### src/rtl/vfs_pkg.sv
package vfs_pkg;

   // Control word layout: these positions are decoded by software, so they are fixed.
   localparam int unsigned CTRL_W    = 32;
   localparam int unsigned DLY_BIT   = 31;
   localparam int unsigned FLUSH_LSB = 16;
   localparam int unsigned FLUSH_W   = 12;
   localparam int unsigned START_LSB = 0;
   localparam int unsigned START_W   = 12;

   localparam logic [FLUSH_W-1:0] FLUSH_RST = 12'h030;

   localparam logic [CTRL_W-1:0] USED_MASK =
      (32'h1 << DLY_BIT) |
      (((32'h1 << FLUSH_W) - 32'h1) << FLUSH_LSB) |
      (((32'h1 << START_W) - 32'h1) << START_LSB);

   typedef enum logic [1:0] {
      FS_IDLE  = 2'd0,
      FS_ARMED = 2'd1,
      FS_SPENT = 2'd2
   } fetch_state_e;

endpackage

### src/rtl/vfs_cfg_shadow.sv
module vfs_cfg_shadow
   import vfs_pkg::*;
#(
   parameter int unsigned LINE_W   = 12,
   parameter int unsigned CNT_W    = 12,
   parameter bit          ERR_CHECK = 1'b1
) (
   input  logic              clk,
   input  logic              rst_n,
   input  logic              eof_i,
   input  logic [CTRL_W-1:0] ctrl_i,
   input  logic              intl_i,
   input  logic [LINE_W-1:0] layer_y_i,
   output logic              nxt_dly_en_o,
   output logic [CNT_W-1:0]  nxt_flush_o,
   output logic              sh_dly_en_o,
   output logic              sh_intl_o,
   output logic [LINE_W-1:0] sh_start_o,
   output logic              cfg_err_o
);

   localparam logic [LINE_W-1:0] START_RST = '0;

   logic [START_W-1:0] start_fld;
   logic [FLUSH_W-1:0] flush_fld;
   logic               unused_ctrl_bits;

   logic               dly_q, intl_q;
   logic [LINE_W-1:0]  start_q, layer_q;

   assign start_fld        = ctrl_i[START_LSB +: START_W];
   assign flush_fld        = ctrl_i[FLUSH_LSB +: FLUSH_W];
   assign unused_ctrl_bits = ^(ctrl_i & ~USED_MASK);

   assign nxt_dly_en_o = ctrl_i[DLY_BIT];
   assign nxt_flush_o  = CNT_W'(flush_fld);

   always_ff @(posedge clk) begin
      if (!rst_n) begin
         dly_q   <= 1'b0;
         intl_q  <= 1'b0;
         start_q <= START_RST;
         layer_q <= '0;
      end else if (eof_i) begin
         dly_q   <= ctrl_i[DLY_BIT];
         intl_q  <= intl_i;
         start_q <= LINE_W'(start_fld);
         layer_q <= layer_y_i;
      end
   end

   assign sh_dly_en_o = dly_q;
   assign sh_intl_o   = intl_q;
   assign sh_start_o  = start_q;

   generate
      if (ERR_CHECK) begin : g_err
         logic [LINE_W-1:0] layer_cmp;
         assign layer_cmp = intl_q ? (layer_q >> 1) : layer_q;
         assign cfg_err_o = dly_q && (start_q >= layer_cmp);
      end else begin : g_no_err
         assign cfg_err_o = 1'b0;
      end
   endgenerate

   // An error flag is only meaningful when the delayed policy is in force
   assert_err_needs_delay_R9: assert property (@(posedge clk) disable iff (!rst_n)
      cfg_err_o |-> sh_dly_en_o);

endmodule

### src/rtl/vfs_fetch_trig.sv
module vfs_fetch_trig
   import vfs_pkg::*;
#(
   parameter int unsigned LINE_W = 12
) (
   input  logic              clk,
   input  logic              rst_n,
   input  logic              eof_i,
   input  logic              nxt_dly_en_i,
   input  logic              sh_intl_i,
   input  logic [LINE_W-1:0] sh_start_i,
   input  logic [LINE_W-1:0] line_i,
   output logic              fetch_req_o
);

   fetch_state_e      state_q;
   logic              req_q;
   logic [LINE_W-1:0] cmp_line;
   logic              reached;

   // Field coordinates in interlaced mode are half the frame line.
   assign cmp_line = sh_intl_i ? (line_i >> 1) : line_i;
   assign reached  = (cmp_line >= sh_start_i);

   always_ff @(posedge clk) begin
      if (!rst_n) begin
         state_q <= FS_IDLE;
         req_q   <= 1'b0;
      end else if (eof_i) begin
         state_q <= nxt_dly_en_i ? FS_ARMED : FS_SPENT;
         req_q   <= !nxt_dly_en_i;
      end else if (state_q == FS_ARMED && reached) begin
         state_q <= FS_SPENT;
         req_q   <= 1'b1;
      end else begin
         req_q   <= 1'b0;
      end
   end

   assign fetch_req_o = req_q;

   // Independent tracker: has a request already gone out this field?
   logic fired_q;
   always_ff @(posedge clk) begin
      if (!rst_n)      fired_q <= 1'b0;
      else if (eof_i)  fired_q <= 1'b0;
      else if (req_q)  fired_q <= 1'b1;
   end

   assert_once_per_field_R5: assert property (@(posedge clk) disable iff (!rst_n)
      fetch_req_o |-> !fired_q);

   // A request not caused by a strobe must follow a line at or past the start line
   assert_delay_line_R3: assert property (@(posedge clk) disable iff (!rst_n)
      (fetch_req_o && !$past(eof_i)) |-> ($past(cmp_line) >= $past(sh_start_i)));

endmodule

### src/rtl/vfs_flush_ctr.sv
module vfs_flush_ctr #(
   parameter int unsigned CNT_W = 12
) (
   input  logic             clk,
   input  logic             rst_n,
   input  logic             eof_i,
   input  logic [CNT_W-1:0] nxt_flush_i,
   output logic             flush_vld_o,
   output logic             flush_done_o
);

   localparam logic [CNT_W-1:0] ONE = CNT_W'(1);

   logic [CNT_W-1:0] rem_q;
   logic             done_q;

   always_ff @(posedge clk) begin
      if (!rst_n) begin
         rem_q  <= '0;
         done_q <= 1'b0;
      end else if (eof_i) begin
         rem_q  <= nxt_flush_i;
         done_q <= (nxt_flush_i == '0);
      end else begin
         if (rem_q != '0) rem_q <= rem_q - ONE;
         done_q <= (rem_q == ONE);
      end
   end

   assign flush_vld_o  = (rem_q != '0);
   assign flush_done_o = done_q;

   assert_flush_steps_R6: assert property (@(posedge clk) disable iff (!rst_n)
      (flush_vld_o && !eof_i) |=> (rem_q == $past(rem_q) - ONE));

   assert_done_after_vld_R7: assert property (@(posedge clk) disable iff (!rst_n)
      flush_done_o |-> !flush_vld_o);

   assert_zero_flush_done_R7: assert property (@(posedge clk) disable iff (!rst_n)
      (eof_i && nxt_flush_i == '0) |=> (flush_done_o && !flush_vld_o));

endmodule

### src/rtl/vid_fetch_start_ctrl.sv
module vid_fetch_start_ctrl
   import vfs_pkg::*;
#(
   parameter int unsigned LINE_W    = 12,
   parameter int unsigned CNT_W     = 12,
   parameter bit          ERR_CHECK = 1'b1
) (
   input  logic              clk,
   input  logic              rst_n,
   input  logic [LINE_W-1:0] line_i,
   input  logic              eof_i,
   input  logic              interlaced_i,
   input  logic [CTRL_W-1:0] cfg_ctrl_i,
   input  logic [LINE_W-1:0] layer_y_i,
   output logic              fetch_req_o,
   output logic              flush_vld_o,
   output logic              flush_done_o,
   output logic              cfg_err_o
);

   generate
      if (LINE_W < START_W) begin : g_bad_line_w
         $error("LINE_W must hold the full start-line field");
      end
      if (CNT_W < FLUSH_W) begin : g_bad_cnt_w
         $error("CNT_W must hold the full flush-count field");
      end
   endgenerate

   logic              nxt_dly_en;
   logic [CNT_W-1:0]  nxt_flush;
   logic              sh_dly_en, sh_intl;
   logic [LINE_W-1:0] sh_start;

   vfs_cfg_shadow #(
      .LINE_W   (LINE_W),
      .CNT_W    (CNT_W),
      .ERR_CHECK(ERR_CHECK)
   ) u_shadow (
      .clk         (clk),
      .rst_n       (rst_n),
      .eof_i       (eof_i),
      .ctrl_i      (cfg_ctrl_i),
      .intl_i      (interlaced_i),
      .layer_y_i   (layer_y_i),
      .nxt_dly_en_o(nxt_dly_en),
      .nxt_flush_o (nxt_flush),
      .sh_dly_en_o (sh_dly_en),
      .sh_intl_o   (sh_intl),
      .sh_start_o  (sh_start),
      .cfg_err_o   (cfg_err_o)
   );

   vfs_fetch_trig #(
      .LINE_W(LINE_W)
   ) u_fetch (
      .clk         (clk),
      .rst_n       (rst_n),
      .eof_i       (eof_i),
      .nxt_dly_en_i(nxt_dly_en),
      .sh_intl_i   (sh_intl),
      .sh_start_i  (sh_start),
      .line_i      (line_i),
      .fetch_req_o (fetch_req_o)
   );

   vfs_flush_ctr #(
      .CNT_W(CNT_W)
   ) u_flush (
      .clk         (clk),
      .rst_n       (rst_n),
      .eof_i       (eof_i),
      .nxt_flush_i (nxt_flush),
      .flush_vld_o (flush_vld_o),
      .flush_done_o(flush_done_o)
   );

   // A prefetch-policy strobe leads to a request on the next cycle
   assert_prefetch_pulse_R2: assert property (@(posedge clk) disable iff (!rst_n)
      (eof_i && !cfg_ctrl_i[DLY_BIT]) |=> fetch_req_o);

endmodule

### config.mk
export PLATFORM = sky130hd
export DESIGN_NAME = vid_fetch_start_ctrl
export DESIGN_NICKNAME = d
export VERILOG_FILES = /design/src/rtl/vfs_pkg.sv /design/src/rtl/vfs_cfg_shadow.sv /design/src/rtl/vfs_fetch_trig.sv /design/src/rtl/vfs_flush_ctr.sv /design/src/rtl/vid_fetch_start_ctrl.sv
export SDC_FILE = /design/constraint.sdc
export NUM_CORES = 1
export LEC_CHECK = 0
export BUFFER_PORTS_ARGS = -buffer_cell sky130_fd_sc_hd__buf_4
export CAP_MARGIN = 20
export CORE_MARGIN = 4
export CORE_UTILIZATION = 49
export DETAILED_ROUTE_END_ITERATION = 8
export GPL_ROUTABILITY_DRIVEN = 1
export PLACE_DENSITY = 0.78
export SYNTH_ARGS = -nofsm -noshare
export SYNTH_HDL_FRONTEND = slang
export SYNTH_SLANG_ARGS = --single-unit
export TNS_END_PERCENT = 5
### constraint.sdc
create_clock -name clk -period 2.3 [get_ports clk]
set_clock_uncertainty 0.05 [all_clocks]
set_input_delay 0.23 -clock clk [delete_from_list [all_inputs] [get_ports clk]]
set_output_delay 0.23 -clock clk [all_outputs]
set_load 0.05 [all_outputs]
==> results.toml, run 1 <==
[timing]
maxSlewHeadroom = 0.625
fin_crit_sh = 1.13
tightest_slew_ns = 0.561
hold_ws_ns = 0.133
setup_viol = 4
finalWorstSetupSlack_ns = -0.302
slew_viol_final = 0
finalHoldViolCount = 0
fmax_mhz = 384
rsz0062_at_grt = "yes"
min_period_ns = 2.60

[global_route]
grt_pass1_wl_mm = 10.4
grt-ovfl-total = 0
antenna_found_initial = 0
grt_use_total = 0.198
grt_pass1_vias = 2297
grt_max_degree = 43

[setup_path]
crit_chain = "buf_12 > mux2i_2 > ha_1 > a21oi_2 > o21ai_2 > a211o_1 > o311a_4 > buf_8"
cp.required_ns = 2.02
worstPathArrival_ns = 2.32
slowest_delay_ns = 0.40
r2r_start = "u_shadow.sh_intl_o"
rrSetupSlack_ns = -0.05
critPathKind = "flop to primary output"
cp_max_fo = 5
path_buf_inv = 2
crit_path_start_kind = "flop"
slowest_stage = "dfxtp_4"
worstSetupStartpoint = "u_shadow.sh_intl_o"
crit_family = "compound AO/OA/AOI/OAI gates"
critPathCaptureType = "primary output"

[synth]
synth_most_common_cell = "dfxtp_1"
synth_top_area_frac = 0.310
synth_top_area_cell = "dfxtp_1"
synth-async-reset-ratio = 0
synthTopCellsByArea = "dfxtp_1 (31%), mux2i_1 (14%), ha_1 (12%)"
synth-edff-count = 0
syn_area_per_cell_um2 = 9.24
yosysSeqAreaShare = 0.310
synth_flop_cell = "dfxtp_1"
synth_cell_types = 45
synth_warnings = 0
synth_nets = 380
synthCells = 294
syn_area_um2 = 2720
synth_top_cells_by_count = "dfxtp_1 (42), mux2i_1 (39), nor2b_1 (27)"
yosys_register_bits = 42

[clock_network]
root_buffer = "clkbuf_8"
htreeDepth = 2
insertion_delay_ns = 0.29
clock_path_buffers = 2
cts_tree = "yes"
clkTransAtPathRegs_ns = 0.08
cts_sinks = 42
cts_hold_buf = 0
cts_buffers = 5

[min_path]
hp-class = "input pin to flop"
hp-start = "cfg_ctrl_i[17]"

[route]
met3WireLength_um = 374
wl_per_cell_um = 15.4
drtIter0Drc = 96
remaining_drc_errors = 0
wl_mm = 6.50
drt_pre_antenna_iters = 4
ant_nets = 0
via_per_inst = 5.63
vias = 2370
top_layer_used = "met4"
wl_met2_mm = 3.25
wirelength_met1_mm = 2.79

[layout]
nets = 437
antenna_cells = 0
drive_gt1_frac = 0.305
n_fill_cell = 421
final_area_um2 = 3490
stdcell_count = 421
finish.utilization = 0.667
areaGrowthSynthToFinish_pct = 28.6

[power]
power_leakage_uw = 0.00148
p_per_area_nw_per_um2 = 566
peakVddDrop_uv = 328
power_uw = 1980

[die]
core_um2 = 5240
rows = 26
initial_core_util = 0.519
ios = 64
die_x_um = 82.5
die_h_um = 82.5
die-area_um2 = 6800

[placement]
placed_cells = 412
place_congestion = 0.847
dpl_cell_area_um2 = 3240
io_buffer_count = 56
place_hpwl_mm = 4.72

[status]
status = "complete, but fails checks"
violations = "negative setup slack"

[job]
maxCapViolations = 0
[routing by layer]
metal	GRT usage	up-vias
met3	0.0390	9
met2	0.349	61
met4	0.0515	0
met1	0.246	1119
met5	0	-
li1	-	1181
[timing repair]
| action | in CTS | in global routing |
|---|---|---|
| setup buffers | 1 | 0 |
| resized for setup | 10 | 12 |
| cloned | 1 | 1 |
| pin swaps | 3 | 12 |
| endpoints found under the setup margin | 3 | 5 |
| hold endpoints to repair | 0 | 0 |
[tightest hold or removal path, stage by stage]
cell     delay, ns
buf_4         0.08
nand3_1       0.08
o21ai_2       0.05
[cells by family after synthesis]
family,share of synthesized area
AND/OR/NAND/NOR,0.198
flip-flops,0.310
XOR/XNOR,0.00322
multiplexers,0.195
AO/OA/AOI/OAI,0.129
buffers and inverters,0.0461
adder cells (fa/ha/maj),0.120
[sequential cells by signal (all words and copies together), names as in the netlist]
| register | cells |
|---|---|
| u_shadow.sh_dly_en_o | 1 |
| u_flush.flush_done_o | 1 |
| u_shadow.layer_q | 12 |
| u_fetch.state_q | 2 |
| u_fetch.fetch_req_o | 1 |
| u_flush.rem_q | 12 |
| u_shadow.sh_intl_o | 1 |
| u_shadow.sh_start_o | 12 |
[final cells by class]
cell class	instances	area, µm²	area share
repair buffers	63	510	0.146
clock inverters	1	30.0	0.00860
flip-flops and latches	42	845	0.242
multi-input cells	220	1870	0.534
well taps	70	87.6	0.0251
clock buffers	6	82.6	0.0236
inverters	19	71.3	0.0204
[layout by cell type (no fill, tap or decap), types with 3 or more instances in the layout]
| master | n |
|---|---|
| mux2_2 | 10 |
| nand4_1 | 4 |
| nand2b_1 | 3 |
| nor2b_1 | 27 |
| dfxtp_1 | 41 |
| nor4_1 | 4 |
| clkbuf_8 | 6 |
| nor3_1 | 4 |
| o21ai_0 | 14 |
| a21oi_1 | 12 |
| nor2_1 | 10 |
| nand3_1 | 8 |
| a21oi_2 | 3 |
| buf_4 | 60 |
| mux2i_1 | 37 |
| ha_1 | 22 |
| a31oi_1 | 6 |
| nand2_1 | 11 |
| nand3b_1 | 3 |
| inv_1 | 19 |
[per-stage QoR]
| step | setup slack [ns] | setup TNS (ns) |
|---|---|---|
| global placement | -0.0644 | -0.0644 |
| detailed placement | -0.0956 | -0.0956 |
| global route | -0.378 | -0.890 |
| finish | -0.302 | -0.409 |
| CTS | -0.304 | -0.698 |
| floorplan | 0.0368 | 0 |
[worst paths after layout]
| path | depth (start not counted) | end |
|---|---|---|
| worst max register to register | 7 | u_fetch.fetch_req_o |
| worst min register to register | 1 | u_fetch.fetch_req_o |
| worst max-delay path | 8 | cfg_err_o |
| worst min-delay path | 3 | u_flush.rem_q[1] |
[where the power goes]
part | leakage [µW] | switching, µW | internal, µW
sequential | 0.000348 | 60.7 | 777
combinational | 0.00108 | 254 | 278
clock | 0.0000573 | 259 | 348
total | 0.00148 | 574 | 1400
Power figures use the tool's default switching activity.
==> run 2: changes to the inputs <==
- BUFFER_PORTS_ARGS: -buffer_cell sky130_fd_sc_hd__buf_4 -> default
- CORE_UTILIZATION: 49 -> 55
- CTS_CLUSTER_SIZE: default -> 30
- DONT_BUFFER_PORTS: default -> 1
- PLACE_DENSITY: 0.78 -> 0.74
==> run 2 against run 1 <==
  * The run still ends with negative setup slack left
  * Sequential power increased by 0.5%
  * Sequential cell count unchanged
  * Combinational power shrank 20%
  * Via count shrank 9.5%
  * Clock-buffer cell count is the same
  * Cell count is 14% lower
  * Wire length down 6.2%
  * Final area shrank 13%
  * Die area down 9.9%
  * Global-route usage decreased by 0.11 points
  * Fmax increased by 5.2%
==> results.toml, run 2 (same netlist as run 1, synthesis figures left out) <==
[placement]
placed_cells = 350
place_hpwl_mm = 4.29
pre_cts_ws_ns = -0.0188
io_buffer_count = 0
place_congestion = 0.807
dpl_cell_area_um2 = 2790

[timing]
slew_viol_final = 0
finalSetupTns_ns = -0.208
hold_ws_ns = 0.0237
maxSlewHeadroom = 0.616
min_period_ns = 2.47
tightest_slew_ns = 0.576
rsz0062_at_grt = "yes"
finalWorstSetupSlack_ns = -0.174
fin_crit_sh = 1.08
fmax_mhz = 404
finalHoldViolCount = 0
setup_viol = 2

[clock_network]
insertion_delay_ns = 0.29
cts_hold_buf = 0
root_buffer = "clkbuf_8"
htreeDepth = 2
clkTransAtPathRegs_ns = 0.08
cts_sinks = 42
cts_tree = "yes"
clock_path_buffers = 2
cts_buffers = 5

[global_route]
antenna_found_initial = 0
top_usage_layer = "met2"
grtUsageMet2 = 0.332
grt_max_degree = 43
grt_pass1_vias = 2040
grtUsageMet1 = 0.251
grt_use_total = 0.197
met3_usage = 0.0505
grt_pass1_wl_mm = 9.56
grt-ovfl-total = 0

[die]
initial_core_util = 0.571
core_um2 = 4750
die_h_um = 78.3
rows = 25
ios = 64
die_x_um = 78.3
die-area_um2 = 6130

[route]
remaining_drc_errors = 0
drt_pre_antenna_iters = 4
wl_per_cell_um = 16.9
vias = 2145
drtIter0Drc = 65
ant_nets = 0
wl_mm = 6.10
via_per_inst = 5.94

[setup_path]
rrSetupSlack_ns = -0.03
worstPathArrival_ns = 2.19
cp.required_ns = 2.02
critPathKind = "flop to primary output"
crit_path_start_kind = "flop"
r2r_start = "u_shadow.sh_intl_o"
critPathCaptureType = "primary output"
cp_max_fo = 6
worstSetupStartpoint = "u_shadow.sh_intl_o"

[layout]
antenna_cells = 0
final_area_um2 = 3030
final_common_cell = "dfxtp_1"
areaGrowthSynthToFinish_pct = 11.7
drive_gt1_frac = 0.170
final_cell_mix = "dfxtp_1 (41), mux2i_1 (36), nor2b_1 (27), ha_1 (23), inv_1 (19)"
stdcell_count = 361
nets = 381

[status]
violations = "negative setup slack"
status = "complete, but fails checks"

[min_path]
hp-start = "rst_n"
hp-class = "input pin to flop"

[job]
maxCapViolations = 0

[power]
p_per_area_nw_per_um2 = 574
power_leakage_uw = 0.00120
peakVddDrop_uv = 397
run 2: path summary, 6_finish.rpt:
path / end / cells past startpoint
worst max register to register: u_fetch.state_q[0] / 8
worst min register to register: u_shadow.sh_dly_en_o / 2
worst max-delay path: cfg_err_o / 8
worst min-delay path: u_flush.rem_q[2] / 2
run 2: through the flow:
step	util	total power [µW]
6_report	0.638	1740
5_1_grt	0.638	1840
4_1_cts	0.625	1720
3_5_place_dp	0.587	1230
3_3_place_gp	0.587	1210
2_1_floorplan	-	1170
run 2: power by group:
group | switching, µW | internal [µW]
clock network | 243 | 232
logic | 205 | 221
registers | 63.9 | 777
total | 512 | 1230
run 2: final cells by class:
cell class              count  area, µm²
fillers                   405       1720
multi-input cells         220       1870
clock buffers               6       82.6
flip-flops and latches     42        845
repair buffers              7       82.6
well taps                  67       83.8
inverters                  19       71.3
run 2: layer usage:
| metal | routed length [µm] | part of all wire |
|---|---|---|
| met3 | 329 | 0.054 |
| met4 | 52 | 0.0085 |
| met1 | 2730 | 0.45 |
| met5 | 0 | 0 |
| met2 | 2980 | 0.49 |
run 2: repair_timing:
item | CTS | global route
pin swaps | 5 | 12
setup buffers | 1 | 3
gates cloned | 1 | 1
resized for setup | 10 | 10
setup endpoints to repair | 4 | 4
run 2: worst max-delay path, stage by stage, from the launching register on:
cell and delay, ns:
dfxtp_4 0.40, buf_12 0.14, buf_4 0.11, mux2i_1 0.18, ha_1 0.26, nand2_2 0.07, nor2_1 0.05, a211o_1 0.27
o311a_4 0.44
==> run 3: changes to the inputs <==
- ABC_AREA: default -> 1
- CTS_BUF_LIST: default -> sky130_fd_sc_hd__clkbuf_8
- CTS_CLUSTER_SIZE: 30 -> 12
==> run 3 against run 2 <==
  * The flow now finishes without violations
  * Non-clock buffer count rose by 2
  * Hold slack lost 0.020 ns
  * Core utilization down 1.1 points
  * Sequential power decreased by 1%
  * Synthesized area shrank 0.46%
  * Critical path depth up 3
  * Worst setup slack gained 0.20 ns
  * Fmax up 8.6%
  * Die area decreased by 0.41%
  * Via count grew 12%
  * Critical path type unchanged
  * Largest cell class unchanged
  * Highest routed layer unchanged
==> results.toml, run 3 <==
[clock_network]
insertion_delay_ns = 0.30
clkTransAtPathRegs_ns = 0.09
cts_buffers = 5
htreeDepth = 2
root_buffer = "clkbuf_8"
cts_tree = "yes"
clock_path_buffers = 2
cts_sinks = 42

[setup_path]
rrSetupSlack_ns = 0.19
critPathCaptureType = "primary output"
crit_path_start_kind = "flop"
crit_chain = "clkinvlp_4 > buf_4 > o21ai_0 > ha_1 > nand2_1 > nor2_1 > nand3_1 > nand4_1 > nand2_1 > inv_2 > buf_12"
critPathMostFrequentCell = "nand2_1"
critPathKind = "flop to primary output"
cp.required_ns = 2.02
r2r_cells = 15
slowest_stage = "dfxtp_4"
cp_max_fo = 7
worstPathArrival_ns = 2.00
slowest_delay_ns = 0.38

[placement]
io_buffer_count = 0
dpl_cell_area_um2 = 2760
place_hpwl_mm = 4.45
placed_cells = 442
place_congestion = 0.881

[route]
wl_mm = 5.80
remaining_drc_errors = 0
via_per_inst = 5.28
wl_per_cell_um = 12.7
drt_pre_antenna_iters = 4
ant_nets = 0
vias = 2402
drtIter0Drc = 99

[global_route]
grt_pass1_vias = 2338
grt_use_total = 0.200
grt_pass1_wl_mm = 9.97
grt_max_degree = 30
grt-ovfl-total = 0
antenna_found_initial = 0

[synth]
synth_top_area_cell = "dfxtp_1"
synth_flop_cell = "dfxtp_1"
yosys_register_bits = 42
synthCells = 387
synthTopCellsByArea = "dfxtp_1 (31%), nand2_1 (13%), ha_1 (12%)"
syn_area_per_cell_um2 = 6.99
synth_warnings = 0
syn_area_um2 = 2700
yosysSeqAreaShare = 0.311
synth_top_area_frac = 0.311
synth_cell_types = 38
synth-async-reset-ratio = 0
synth-edff-count = 0
synth_most_common_cell = "nand2_1"
synth_nets = 473
synth_top_cells_by_count = "nand2_1 (92), dfxtp_1 (42), inv_1 (39), nor2_1 (39), o21ai_0 (38)"

[layout]
n_fill_cell = 462
drive_gt1_frac = 0.126
multi_input_area_um2 = 1650
final_area_um2 = 2980
stdcell_count = 455
antenna_cells = 0
final_common_cell = "nand2_1"
finish.utilization = 0.627
areaGrowthSynthToFinish_pct = 10.2
nets = 473
final_cell_mix = "nand2_1 (90), dfxtp_1 (41), inv_1 (37), nor2_1 (37), o21ai_0 (34)"
ff_latch_area_um2 = 845

[timing]
fmax_mhz = 439
finalHoldViolCount = 0
setup_viol = 0
tightest_slew_ns = 0.480
maxSlewHeadroom = 0.680
min_period_ns = 2.28
rsz0062_at_grt = "yes"
fin_crit_sh = 0.990
hold_ws_ns = 0.00364
slew_viol_final = 0

[die]
core_um2 = 4750
die_h_um = 78.1
die-area_um2 = 6100
die_x_um = 78.1
ios = 64
rows = 25
initial_core_util = 0.569

[power]
p_per_area_nw_per_um2 = 683
peakVddDrop_uv = 516
power_leakage_uw = 0.00138

[min_path]
hp-class = "input pin to flop"
hold_depth = 2

[status]
status = "finished, final reports clean"

[job]
maxCapViolations = 0
-- run 3: logic make-up after synthesis --
family / synth area share
adders and majority gates: 0.120
AOI/OAI and AO/OA: 0.169
DFF: 0.311
and+or+nand+nor: 0.270
buffers and inverters: 0.0884
xor gates and xnor gates: 0.0190
muxes: 0.0222
-- run 3: final cells by class --
class,instances,share of cell area
clock inverters,3,0.0231
well taps,67,0.0281
repair buffers,9,0.0315
clock buffers,5,0.0231
flip-flops and latches,42,0.283
multi-input cells,285,0.554
inverters,44,0.0567
-- run 3: where the power goes --
part           internal [µW]  total [µW]  leakage, µW  switching (µW)
Sequential               783         829     0.000349            46.3
Clock                    435         700    0.0000683             265
Combinational            204         504     0.000958             300
-- run 3: final timing paths --
check,to,startpoint
worst max register to register,u_fetch.state_q[0],u_shadow.sh_intl_o
worst min register to register,u_shadow.sh_dly_en_o,u_shadow.sh_dly_en_o
worst max-delay path,cfg_err_o,u_shadow.sh_intl_o
worst min-delay path,u_shadow.layer_q[1],rst_n
-- run 3: through the flow --
stage          TNS [ns]  setup slack, ns  power [µW]
6_report              0           0.0219        2030
5_1_grt          -0.145          -0.0809        2150
4_1_cts               0          0.00359        2030
3_5_place_dp          0            0.165        1320
3_3_place_gp          0            0.234        1300
2_1_floorplan         0            0.176        1240
-- run 3: critical path, delay by kind of cell (launching register included) --
| family | cells | cell delay (ns) |
|---|---|---|
| compound gates | 1 | 0.16 |
| fa+ha+maj | 1 | 0.26 |
| buf+inv | 4 | 0.50 |
| flops | 1 | 0.38 |
| simple gates | 5 | 0.40 |
-- run 3: what timing repair did --
| item | 4_1_cts | 5_1_grt |
|---|---|---|
| endpoints found under the hold margin | 1 | 0 |
| pin swaps | 0 | 5 |
| setup buffers | 3 | 1 |
| resized for setup | 6 | 13 |
| setup endpoints to repair | 1 | 4 |
| hold buffers | 1 | 0 |
-- run 3: per-layer routing --
metal	track usage	up-vias	share of wire
met5	0	-	0
met2	0.359	44	0.49
met4	0.0612	0	0.012
met3	0.0528	6	0.053
met1	0.231	1092	0.44
li1	-	1260	-
